--- config.mk ---
export PLATFORM = sky130hd
export DESIGN_NAME = pkt_player
export DESIGN_NICKNAME = d
export VERILOG_FILES = /design/src/rtl/pkt_player_pkg.sv /design/src/rtl/pkt_delay_timer.sv /design/src/rtl/pkt_parser.sv /design/src/rtl/pkt_led_pwm.sv /design/src/rtl/pkt_player.sv
export SDC_FILE = /design/constraint.sdc
export NUM_CORES = 1
export LEC_CHECK = 0
export ABC_AREA = 0
export BUFFER_PORTS_ARGS = -buffer_cell sky130_fd_sc_hd__buf_2
export CORE_MARGIN = 5
export CORE_UTILIZATION = 55
export DETAILED_ROUTE_END_ITERATION = 10
export PLACE_DENSITY = 0.76
export SYNTH_ARGS = -nofsm -noshare
export SYNTH_HDL_FRONTEND = slang
export SYNTH_SLANG_ARGS = --single-unit
--- constraint.sdc ---
create_clock -name clk -period 2.6 [get_ports clk]
set_input_delay 0 -clock clk [delete_from_list [all_inputs] [get_ports clk]]
set_output_delay 0 -clock clk [all_outputs]
set_load 0.05 [all_outputs]
--- src/rtl/pkt_player_pkg.sv ---
package pkt_player_pkg;

   localparam int DLY_W = 16;
   localparam int BYTE_W = 8;
   localparam int PWM_W = 8;

   localparam logic [BYTE_W-1:0] MARK_PKT_END  = 8'hFF;
   localparam logic [BYTE_W-1:0] MARK_SONG_END = 8'hFE;

   typedef enum logic [2:0] {
      PS_DLY_HI,
      PS_DLY_LO,
      PS_WAIT,
      PS_REG,
      PS_VAL,
      PS_EMIT,
      PS_WIPE,
      PS_STOP
   } parse_st_e;

   // Logarithmic brightness curve, one entry per volume level
   function automatic logic [PWM_W-1:0] vol_to_duty(input logic [3:0] lvl);
      logic [PWM_W-1:0] d;
      case (lvl)
         4'd0:  d = 8'd0;
         4'd1:  d = 8'd1;
         4'd2:  d = 8'd2;
         4'd3:  d = 8'd3;
         4'd4:  d = 8'd5;
         4'd5:  d = 8'd7;
         4'd6:  d = 8'd10;
         4'd7:  d = 8'd15;
         4'd8:  d = 8'd22;
         4'd9:  d = 8'd31;
         4'd10: d = 8'd44;
         4'd11: d = 8'd63;
         4'd12: d = 8'd90;
         4'd13: d = 8'd127;
         4'd14: d = 8'd180;
         default: d = 8'd255;
      endcase
      return d;
   endfunction

endpackage

--- src/rtl/pkt_delay_timer.sv ---
module pkt_delay_timer
   import pkt_player_pkg::*;
(
   input  logic             clk,
   input  logic             rst_n,
   input  logic             load,
   input  logic [DLY_W-1:0] load_val,
   input  logic             tick_en,
   output logic             done
);

   localparam logic [DLY_W-1:0] CNT_MAX = '1;

   logic [DLY_W-1:0] cnt_q;
   logic [DLY_W-1:0] target_q;

   always_ff @(posedge clk or negedge rst_n) begin
      if (!rst_n) begin
         cnt_q    <= '0;
         target_q <= '0;
      end else if (load) begin
         cnt_q    <= '0;
         target_q <= load_val;
      end else if (tick_en && (cnt_q != CNT_MAX)) begin
         cnt_q <= cnt_q + 1'b1;
      end
   end

   assign done = (cnt_q >= target_q);

endmodule

--- src/rtl/pkt_parser.sv ---
module pkt_parser
   import pkt_player_pkg::*;
#(
   parameter int NUM_REGS = 16
) (
   input  logic              clk,
   input  logic              rst_n,
   input  logic              in_valid,
   input  logic [BYTE_W-1:0] in_data,
   output logic              in_ready,
   output logic              tm_load,
   output logic [DLY_W-1:0]  tm_value,
   input  logic              tm_done,
   output logic              wr_valid,
   input  logic              wr_ready,
   output logic [BYTE_W-1:0] wr_addr,
   output logic [BYTE_W-1:0] wr_data,
   output logic              clearing,
   output logic              halted
);

   localparam logic [BYTE_W-1:0] LAST_REG = BYTE_W'(NUM_REGS - 1);

   parse_st_e         st_q;
   logic [BYTE_W-1:0] dly_hi_q;
   logic [BYTE_W-1:0] reg_q;
   logic [BYTE_W-1:0] val_q;
   logic [BYTE_W-1:0] wipe_idx_q;
   logic              take;

   always_comb begin
      in_ready = (st_q == PS_DLY_HI) || (st_q == PS_DLY_LO) ||
                 (st_q == PS_REG)    || (st_q == PS_VAL);
   end

   assign take     = in_valid && in_ready;
   assign tm_load  = take && (st_q == PS_DLY_LO);
   assign tm_value = {dly_hi_q, in_data};

   always_ff @(posedge clk or negedge rst_n) begin
      if (!rst_n) begin
         st_q       <= PS_DLY_HI;
         dly_hi_q   <= '0;
         reg_q      <= '0;
         val_q      <= '0;
         wipe_idx_q <= '0;
      end else begin
         case (st_q)
            PS_DLY_HI: if (take) begin
               dly_hi_q <= in_data;
               st_q     <= PS_DLY_LO;
            end
            PS_DLY_LO: if (take) st_q <= PS_WAIT;
            PS_WAIT:   if (tm_done) st_q <= PS_REG;
            PS_REG: if (take) begin
               if (in_data == MARK_PKT_END) begin
                  st_q <= PS_DLY_HI;
               end else if (in_data == MARK_SONG_END) begin
                  wipe_idx_q <= LAST_REG;
                  st_q       <= PS_WIPE;
               end else begin
                  reg_q <= in_data;
                  st_q  <= PS_VAL;
               end
            end
            PS_VAL: if (take) begin
               val_q <= in_data;
               st_q  <= PS_EMIT;
            end
            PS_EMIT: if (wr_ready) st_q <= PS_REG;
            PS_WIPE: if (wr_ready) begin
               if (wipe_idx_q == '0) st_q <= PS_STOP;
               else wipe_idx_q <= wipe_idx_q - 1'b1;
            end
            default: st_q <= PS_STOP;
         endcase
      end
   end

   always_comb begin
      clearing = (st_q == PS_WIPE);
      halted   = (st_q == PS_STOP);
      wr_valid = (st_q == PS_EMIT) || clearing;
      wr_addr  = clearing ? wipe_idx_q : reg_q;
      wr_data  = clearing ? '0 : val_q;
   end

endmodule

--- src/rtl/pkt_led_pwm.sv ---
module pkt_led_pwm
   import pkt_player_pkg::*;
#(
   parameter int NUM_LEDS = 3,
   parameter int VOL_BASE = 8
) (
   input  logic                      clk,
   input  logic                      rst_n,
   input  logic                      upd_en,
   input  logic [BYTE_W-1:0]         upd_addr,
   input  logic [3:0]                upd_lvl,
   output logic [NUM_LEDS-1:0]       led,
   output logic [NUM_LEDS*PWM_W-1:0] duty_flat
);

   logic [PWM_W-1:0] ramp_q;

   always_ff @(posedge clk or negedge rst_n) begin
      if (!rst_n) ramp_q <= '0;
      else        ramp_q <= ramp_q + 1'b1;
   end

   for (genvar i = 0; i < NUM_LEDS; i++) begin : g_chan
      localparam logic [BYTE_W-1:0] MY_REG = BYTE_W'(VOL_BASE + i);
      logic [PWM_W-1:0] duty_q;

      always_ff @(posedge clk or negedge rst_n) begin
         if (!rst_n)                         duty_q <= '0;
         else if (upd_en && upd_addr == MY_REG) duty_q <= vol_to_duty(upd_lvl);
      end

      assign led[i] = (ramp_q < duty_q);
      assign duty_flat[i*PWM_W +: PWM_W] = duty_q;
   end

endmodule

--- src/rtl/pkt_player.sv ---
module pkt_player
   import pkt_player_pkg::*;
#(
   parameter int NUM_REGS = 16,
   parameter int VOL_BASE = 8,
   parameter int NUM_LEDS = 3
) (
   input  logic                clk,
   input  logic                rst_n,
   input  logic                tick_en,
   input  logic                in_valid,
   input  logic [7:0]          in_data,
   output logic                in_ready,
   output logic                wr_valid,
   input  logic                wr_ready,
   output logic [7:0]          wr_addr,
   output logic [7:0]          wr_data,
   output logic [NUM_LEDS-1:0] led,
   output logic                halted
);

   if (NUM_REGS < 2 || NUM_REGS > 254) begin : g_bad_regs
      $error("NUM_REGS must lie in 2..254");
   end
   if (NUM_LEDS < 1) begin : g_bad_leds
      $error("NUM_LEDS must be at least 1");
   end
   if (VOL_BASE < 0 || VOL_BASE + NUM_LEDS > NUM_REGS) begin : g_bad_vol
      $error("volume registers must lie inside the cleared range");
   end

   logic                      tm_load;
   logic [DLY_W-1:0]          tm_value;
   logic                      tm_done;
   logic                      clearing;
   logic [NUM_LEDS*PWM_W-1:0] duty_flat;

   pkt_delay_timer u_timer (
      .clk      (clk),
      .rst_n    (rst_n),
      .load     (tm_load),
      .load_val (tm_value),
      .tick_en  (tick_en),
      .done     (tm_done)
   );

   pkt_parser #(.NUM_REGS(NUM_REGS)) u_parser (
      .clk      (clk),
      .rst_n    (rst_n),
      .in_valid (in_valid),
      .in_data  (in_data),
      .in_ready (in_ready),
      .tm_load  (tm_load),
      .tm_value (tm_value),
      .tm_done  (tm_done),
      .wr_valid (wr_valid),
      .wr_ready (wr_ready),
      .wr_addr  (wr_addr),
      .wr_data  (wr_data),
      .clearing (clearing),
      .halted   (halted)
   );

   pkt_led_pwm #(.NUM_LEDS(NUM_LEDS), .VOL_BASE(VOL_BASE)) u_leds (
      .clk       (clk),
      .rst_n     (rst_n),
      .upd_en    (wr_valid && wr_ready),
      .upd_addr  (wr_addr),
      .upd_lvl   (wr_data[3:0]),
      .led       (led),
      .duty_flat (duty_flat)
   );

endmodule

* After elaboration in Yosys (flattened, before gate mapping) *
Memory sizes are Yosys's and may differ from the RTL's. A register that Yosys moved wholly into a read port is not among the register bits.
Index checks and enable logic that the tools add are counted.

operators by class
  equality and inequality tests = 24
  order comparisons = 4
  reductions and logical operators = 23
  bitwise operators = 2
  add/sub/neg operators = 3
  multiplexer cells = 21

operator list
  cell                                                    count
  2-to-1 mux 8 bit                                        7
  2-to-1 mux 16 bit                                       2
  2-to-1 mux 3 bit                                        9
  == test 8 x 4 -> 1 bit (second input constant)          3
  less-than comparator 8 bit                              3
  one-hot mux 3 bit (7 select lines)                      1
  adder 16 x 1 -> 16 bit (second input constant)          1
  == test 8 bit (second input constant)                   2
  >= comparator 16 bit                                    1
  inequality test 16 bit (second input constant)          1
  one-hot mux 8 bit (2 select lines)                      1
  == test 3 bit (second input constant)                   4
  inequality test 2 bit (second input constant)           6
  inequality test 2 x 1 -> 1 bit (second input constant)  5
  adder 8 x 1 -> 8 bit (second input constant)            1
  zero test 8 bit                                         1
  AND reduction 8 bit                                     1
  subtractor 8 x 1 -> 8 bit (second input constant)       1
  logical AND 1 bit                                       7
  == test 3 x 2 -> 1 bit (second input constant)          2
  AND reduction 6 bit                                     1
  logical OR 1 bit                                        4
  AND reduction 2 bit                                     2
  AND reduction 4 bit                                     1
  other kinds (6)                                         10

storage, ports and cells
  word-level logic and storage cells = 88
  bits in read-only memories = 384
  output and inout port bits = 22
  bits of input ports = 13
  register bits = 75
  memories kept = 3

memory list
  memory           depth  bits a word  rd ports  clocked after Yosys merged registers in  wr ports  RTL line              RTL
  (no name shown)  16     8            1         1                                        0         pkt_player_pkg.sv:24  case (lvl)
  (no name shown)  16     8            1         1                                        0         pkt_player_pkg.sv:24
  (no name shown)  16     8            1         1                                        0         pkt_player_pkg.sv:24

* Logic depth before layout (Yosys ltp) *
Gate-level depths: netlist of the first run.

  depth after elaboration = 7
  mapped depth = 9
  gate-level depth less buffers = 8

* Hierarchy *
Synthesis of the first run repeated with hierarchy kept, for this count alone.

second synthesis, totals
  cells, all modules = 580
  area total of the unflattened synthesis = 5775.5 um^2

by module, submodules not included
  module           times used  cells an instance  seq. area each (um^2)  area each (um^2)
  pkt_parser       1           188                875.8                  1959.4
  pkt_delay_timer  1           215                800.8                  1948.1
  pkt_led_pwm      1           176                800.8                  1861.8
  pkt_player       1           1                  0.0                    6.3

* Worst setup path before layout of the first run *
Ideal clock, no wire load.

  kind = flip-flop to output port
  from = reg u_leds.ramp_q[1]
  to = out led[0]
  path slack = -154 ps
  arrival time = 2754 ps
  required time = 2600 ps
  buffers on the path = 0
  cell stages (with the launch flop) = 7
  path through = dfrtp_1 ha_1 a21boi_0 o21a_1 o21ai_0 a21oi_1 o41ai_1

on the way
  word-level cells in the longest chain between the ends = 1

RTL lines
  what                        RTL line           RTL
  start: declaration          pkt_led_pwm.sv:16  logic [PWM_W-1:0] ramp_q;
  start signal: assignment    pkt_led_pwm.sv:20  else ramp_q <= ramp_q + 1'b1;
  less-than comparator 8 bit  pkt_led_pwm.sv:32  assign led[i] = (ramp_q < duty_q);
  end: declaration            pkt_player.sv:18   output logic [NUM_LEDS-1:0] led,

No other way between the ends.

* Worst setup path in the final report of the first run *
  from = reg u_parser.st_q[0]
  to = reg u_leds.g_chan[1].duty_q[3]

on the way
  word-level cells in the longest chain between the ends = 4
  elaborated cells on any way between the ends = 8
  those cells by class = eq/ne (3); mux (2); reduce/logical (3)

RTL lines
  what                                                                RTL line                             RTL
  start: declaration                                                  pkt_parser.sv:24                     parse_st_e st_q;
  start signal: assignment                                            pkt_parser.sv:42                     st_q <= PS_DLY_HI;
  start signal: assignment                                            pkt_parser.sv:51                     st_q <= PS_DLY_LO;
  start signal: assignment                                            pkt_parser.sv:53                     PS_DLY_LO: if (take) st_q <= PS_WAIT;
  == test 3 bit (on tied branches)                                    pkt_parser.sv:81, pkt_parser.sv:83
  2-to-1 mux 8 bit / logical OR 1 bit (equally long branches)         pkt_parser.sv:84, pkt_parser.sv:83
  == test 8 x 4 -> 1 bit / logical AND 1 bit (equally long branches)  pkt_led_pwm.sv:29, pkt_player.sv:67
  logical AND 1 bit                                                   pkt_led_pwm.sv:29                    else if (upd_en && upd_addr == MY_REG) duty_q <= vol_to_duty(upd_lvl);
  end: declaration                                                    pkt_led_pwm.sv:25                    logic [PWM_W-1:0] duty_q;

Parallel ways exist; a longest one is shown, timed or not.
A chain may end at the register's enable or synchronous reset.

==> metrics, run 1 <==
Post-synth ARST share=1.00; cell mode on critical path=mux2_4; Post-synth top flop=dfrtp_1; Max-cap violations=0; Setup Viol. Count Final=24; r2r setup slk=-100 ps; most frequent cell after synthesis=dfrtp_1; synth warn=0; routed vias=between 3k and 4k; average wire per standard cell=about 16 um; crit path max-delay cell type=or4_4; delay of the slowest critical-path stage=roughly 530 ps; failing checks=negative setup slack; hold crit path type=input port to async pin; layout cell share with drive strength beyond 1=0.221; Synth top area share=0.460; Die X=roughly 110 um; I/O pins=35; crit share post-route=1.04; Tmin final=around 2700 ps; CP max FO=8; worst clock skew=approximately 7.0 ps; total track usage=0.223; largest net degree at the start of global routing=67; Worst-Skew Late Latency=roughly 370 ps; Fmax=371 MHz; Design Power=around 6.2 mW; Initial DRC Count=about 170; worst path required time=~2900 ps; H-tree lvl count=3; Cell Rows=36; Post-synth EDFFs=0; DRT Pass-1 Iters=4; gpl congestion=roughly 0.85; final antenna-violating net count=0; critical setup path kind=flip-flop to flip-flop; run status=finished with violations; CTS Buffer Depth=2; vias in the first global route=between 4k and 5k; Power Dens Cells=approximately 1000 mW/mm^2; total grt overflow=0; Initial Utilization=0.558; CTS buffer count=9; initial antenna violation count=0; crit start category=flip-flop; relative slew slack=0.424; synth top area cells=dfrtp_1 46%, ha_1 9.5%, mux2_2 6.1%, mux2_1 4.8%, nor2_1 3.6%; actual slew at the worst max-slew pin=864 ps; Buffers on Ports=34; post-synthesis cell count=529; Worst Path Arrival=between 2000 and 3000 ps; post-synthesis cell type count=46; Die Height=around 110 um; RSZ-0062 raised after global routing=true; Setup TNS=-2030 ps; crit end category=flip-flop; core area=between 0.009 and 0.01 mm^2; critical path, cell by cell=nand3b_1 -> buf_4 -> mux2_4 -> or4_4 -> and4bb_2 -> and3_4 -> mux2_4; post-synthesis sequential area ratio=0.460; Clock Sinks=99; Post-DP HPWL=between 8000 and 9000 um; Detailed Route WL=roughly 12000 um; ant diodes=0; Synth top cells by count=99 x dfrtp_1, 52 x nor2_1, 46 x inv_1; endpoints failing hold=0; syn_nets=between 500 and 600; family with the most delay on the worst path=simple AND/OR/NAND/NOR gates; first-pass GRT wire length=between 20000 and 25000 um; Clock Root Buffer=clkbuf_8; Fillers=784; max-slew violations=0; Area Growth Syn to Fin=16.3%; Lkg Pwr=approximately 3.0 nW; area leader, netlist=dfrtp_1; IR drop worst, VDD=between 0.5 and 0.6 mV; Worst Setup SP=u_parser.st_q[0]$_DFFE_PN0P_; Post-Syn Area=0.00538 mm^2; clock slew at the register clock pins of the worst setup and hold paths=around 90 ps; TritonCTS clock tree=built; Mean Syn Cell Area=between 10 and 15 um^2; PnR worst setup slack=-97.5 ps; Nets=about 640; R2R Path Start=u_parser.st_q[0]$_DFFE_PN0P_; Remaining DRCs=0; #FFs+latches synth=99; die area=around 0.012 mm^2; Vias/cell=between 5 and 6; CP bufs+invs=1
[final timing paths]
check,cells after the start,endpoint
worst max-delay path,7,u_leds.g_chan[1].duty_q[3]$_DFFE_PN0P_
worst min-delay path,2,u_parser.wipe_idx_q[2]$_DFFE_PN0P_
max in group asynchronous,3,u_parser.dly_hi_q[6]$_DFFE_PN0P_
worst max register to register,7,u_leds.g_chan[1].duty_q[3]$_DFFE_PN0P_
worst min register to register,2,u_timer.target_q[13]$_DFFE_PN0P_
min in group clk,2,u_timer.target_q[13]$_DFFE_PN0P_
[through the flow]
step           cell area (um^2)  hold WS, ps  cells  utilization  setup WS (ps)
2_1_floorplan              5460         -296    529            -          -39.0
3_3_place_gp               5870          142    691        0.609          -7.72
3_5_place_dp               5870          155    691        0.609          -69.0
4_1_cts                    6250          279    720        0.649          -72.6
5_1_grt                    6260          346    721        0.650           -177
6_report                   6260          267    721        0.650          -97.5
[layout by cell type (no fill, tap or decap), drive strengths merged, types with 15 or more instances in the layout]
cell / count
nor2: 52
inv: 46
xor2: 17
ha: 41
a21oi: 20
mux2: 54
nand3: 15
nand2: 39
dfrtp: 99
o21ai: 26
buf: 49
[kinds of logic (layout without fill, tap and decap cells)]
family | after synthesis | after routing | synth area share
AO/OA/AOI/OAI | 75 | 75 | 0.0841
XOR/XNOR | 24 | 24 | 0.0391
adder cells (fa/ha/maj) | 41 | 41 | 0.0953
buffers and inverters | 63 | 122 | 0.0465
flip-flops | 99 | 99 | 0.460
multiplexers | 56 | 56 | 0.118
AND/OR/NAND/NOR | 171 | 171 | 0.157
[layer usage]
metal	global-route usage	part of all wire	vias to the layer above
li1	-	-	1928
met1	0.282	0.43	1953
met2	0.368	0.50	88
met3	0.0681	0.048	19
met4	0.0667	0.015	0
met5	0	0	-
[where the power goes]
| group | internal, mW | leakage (nW) | total [mW] | switching [mW] |
|---|---|---|---|---|
| Sequential | 1.98 | 1.26 | 2.30 | 0.323 |
| Combinational | 1.02 | 1.61 | 2.78 | 1.77 |
| Clock | 0.559 | 0.108 | 1.07 | 0.516 |
| Total | 3.55 | 2.97 | 6.16 | 2.61 |
[sequential cells by signal, indices dropped and copies added (netlist names)]
register,flops
u_leds.g_chan.duty_q,24
u_parser.st_q,3
u_timer.target_q,16
u_leds.ramp_q,8
u_parser.dly_hi_q,8
u_parser.wipe_idx_q,8
u_parser.reg_q,8
u_timer.cnt_q,16
u_parser.val_q,8
[what timing repair did]
action                                  CTS  global route
endpoints found under the setup margin   24            24
hold endpoints to repair                 95             0
buffers inserted                          5             1
hold buffers                             12             0
gates resized for setup                  19             1
pin swaps                                 5             4
[final cells by class]
class	count	area, um^2	area share
multi-input cells	367	2800	0.447
repair buffers	61	430	0.0687
well taps	133	166	0.0266
clock inverters	5	77.6	0.0124
clock buffers	10	138	0.0220
inverters	46	173	0.0276
flip-flops and latches	99	2480	0.396
[worst register-to-register path, cell delays in order (launching register included)]
cell and delay, ps:
dfrtp_1 390, nand3b_1 220, buf_4 170, mux2_4 290, or4_4 530, and4bb_2 350, and3_4 300, mux2_4 320
Note: power is estimated with default switching activity, not from simulation.
==> inputs of run 2 (changes only) <==
--- a/config.mk
+++ b/config.mk
@@ -11,6 +11,7 @@
 export CORE_UTILIZATION = 55
 export DETAILED_ROUTE_END_ITERATION = 10
 export PLACE_DENSITY = 0.76
+export REMOVE_ABC_BUFFERS = 1
 export SYNTH_ARGS = -nofsm -noshare
 export SYNTH_HDL_FRONTEND = slang
 export SYNTH_SLANG_ARGS = --single-unit
==> run 2 against run 1 <==
  * The flow still finishes with violations (negative setup slack)
  * Combinational power is 2% lower
  * Via count increased by 0.45%
  * Sequential cell count stayed put
  * Setup slack improved by 18 ps
  * Global-route usage decreased by 1.0 points
  * Total power shrank 2.0%
  * Critical path depth fell by 1
  * Clock-buffer cell count increased by 1
  * Register-to-register slack improved by 20 ps
  * Clock skew up 8.7 ps
  * Routed wire length shrank 1.9%
  * Die area did not move
==> metrics, run 2 (same netlist as run 1, synthesis figures left out) <==
RR Endpoint=u_leds.g_chan[2].duty_q[7]$_DFFE_PN0P_; CP max FO=8; Final Cell Area=a little over 0.006 mm^2; worst clock skew=roughly 16 ps; layout cell share with drive strength beyond 1=0.212; Tmin final=between 2000 and 3000 ps; Max-cap violations=0; Vias/cell=between 5 and 6; max FFs per register=24; core area=~0.0096 mm^2; Sequential Power Share=0.380; H-tree lvl count=3; average wire per standard cell=around 16 um; Initial Utilization=0.558; TritonCTS clock tree=built; failing checks=negative setup slack; Comb pwr share=0.451; HP Start=wr_ready; final std cells w/o fill=approximately 720; worst hold margin=14.5 ps; routed vias=about 4k; Design Power=approximately 6 mW; crit end category=flip-flop; Fillers=790; endpoints failing hold=0; crit share post-route=1.03; final antenna-violating net count=0; RSZ-0062 raised after global routing=true; Die Height=approximately 110 um; largest registers=u_leds.g_chan.duty_q (24), u_timer.cnt_q (16), u_timer.target_q (16); relative slew slack=0.566; ant diodes=0; Worst Hold Path Cells=4; run status=finished with violations; Cell Rows=36; Remaining DRCs=0; most frequent cells in the layout=99 x dfrtp_1, 52 x nor2_1, 46 x inv_1; total track usage=0.212; clock share of power=0.169; Initial DRC Count=about 170; clock slew at the register clock pins of the worst setup and hold paths=about 90 ps; IR drop worst, VDD=roughly 0.92 mV; total grt overflow=0; die area=0.0119 mm^2; fin util=0.641; pre-CTS setup slack=-100 ps; Buffers on Ports=34; critical setup path kind=flip-flop to flip-flop; PnR worst setup slack=-79.9 ps; max-slew violations=0; Area Growth Syn to Fin=14.8%; Die X=between 100 and 150 um; internal power=3.43 mW; Fmax=approximately 370 MHz; actual slew at the worst max-slew pin=~650 ps; Detailed Route WL=11600 um; Worst Path Arrival=about 2900 ps; R2R Path Start=u_parser.st_q[0]$_DFFE_PN0P_; first-pass GRT wire length=19500 um; hold crit path type=input port to flip-flop; crit start category=flip-flop; Power Dens Cells=around 980 mW/mm^2; leading cell type in the layout, fill and taps excluded=dfrtp_1; CTS buffer count=9; Post-Place Cells=a little under 700; Nets=between 600 and 700; r2r setup slk=-80 ps; gpl congestion=slightly above 0.8; Setup TNS=-1540 ps; I/O pins=35; Worst-Skew Late Latency=380 ps; DP Area=~0.0058 mm^2; Sw Pwr=2.61 mW; Clock Sinks=slightly below 100; Lkg Pwr=2.92 nW; switching share of power=0.432; Post-DP HPWL=8150 um; R2R cell count=6; initial antenna violation count=0; worst path required time=2860 ps; Clock Root Buffer=clkbuf_8; DRT Pass-1 Iters=4; Hold EP=u_parser.st_q[2]$_DFFE_PN0P_; vias in the first global route=between 4k and 5k; register with the most flip-flops=u_leds.g_chan.duty_q; largest net degree at the start of global routing=100; Setup Viol. Count Final=24; CTS Buffer Depth=2
## run 2: cell count changes in the layout (fill, tap and decap cells not counted), moves of 2 or more
cell           before  now
o41ai_2             3    1
clkinv_2            2    0
clkinvlp_4          1    3
o41ai_1             0    2
dlygate4sd3_1      12   10
buf_4              14   12
## run 2: repair_timing
| action | 4_1_cts | 5_1_grt |
|---|---|---|
| hold buffers | 10 | 0 |
| setup buffers | 2 | 0 |
| pin swaps | 4 | 3 |
| endpoints found under the hold margin | 129 | 0 |
| resized for setup | 22 | 14 |
| setup endpoints to repair | 24 | 25 |
## run 2: routing by layer
layer,part of all wire,vias to the layer above,wire [um],track usage
met3,0.040,19,463,0.0385
met2,0.51,87,5940,0.364
li1,-,1924,-,-
met1,0.43,1976,4990,0.267
met4,0.020,0,232,0.0821
met5,0,-,0,0
## run 2: how the worst max path moves through the flow
stage | startpoint | to | slack (ps) | depth (start not counted)
after CTS | u_parser.st_q[0]$_DFFE_PN0P_ | u_leds.g_chan[2].duty_q[7]$_DFFE_PN0P_ | -40 | 7
after global placement | u_parser.st_q[0]$_DFFE_PN0P_ | u_leds.g_chan[1].duty_q[6]$_DFFE_PN0P_ | -30 | 7
after global routing | u_parser.st_q[0]$_DFFE_PN0P_ | u_leds.g_chan[2].duty_q[4]$_DFFE_PN0P_ | -140 | 6
after floorplan | u_parser.st_q[2]$_DFFE_PN0P_ | u_timer.target_q[0]$_DFFE_PN0P_ | -1050 | 3
after detailed placement | u_parser.st_q[0]$_DFFE_PN0P_ | u_leds.g_chan[2].duty_q[7]$_DFFE_PN0P_ | -100 | 7
final | u_parser.st_q[0]$_DFFE_PN0P_ | u_leds.g_chan[2].duty_q[7]$_DFFE_PN0P_ | -80 | 6
## run 2: power by group through the flow
stage                     logic [mW]  registers [mW]  clock network, mW
after detailed placement        2.64            2.32                  0
final                           2.72            2.30               1.02
after global routing            2.96            2.35               1.11
after CTS                       2.71            2.29               1.04
after global placement          2.55            2.30                  0
after floorplan                 1.95            2.27                  0
## run 2: final cells by class
type | instances | area (um^2) | share of cell area
inverter | 46 | 173 | 0.0280
multi-input combinational | 367 | 2780 | 0.450
clock inverter | 5 | 61.3 | 0.00993
timing repair buffer | 56 | 378 | 0.0612
sequential | 99 | 2480 | 0.401
tap | 133 | 166 | 0.0269
clock buffer | 11 | 141 | 0.0229
## run 2: worst max-delay path: stages, from the launching register on
cell and delay (ps):
dfrtp_1 380, nand3b_1 310, mux2_4 370, or4_1 520
and4bb_2 360, and3_4 310, mux2_4 320
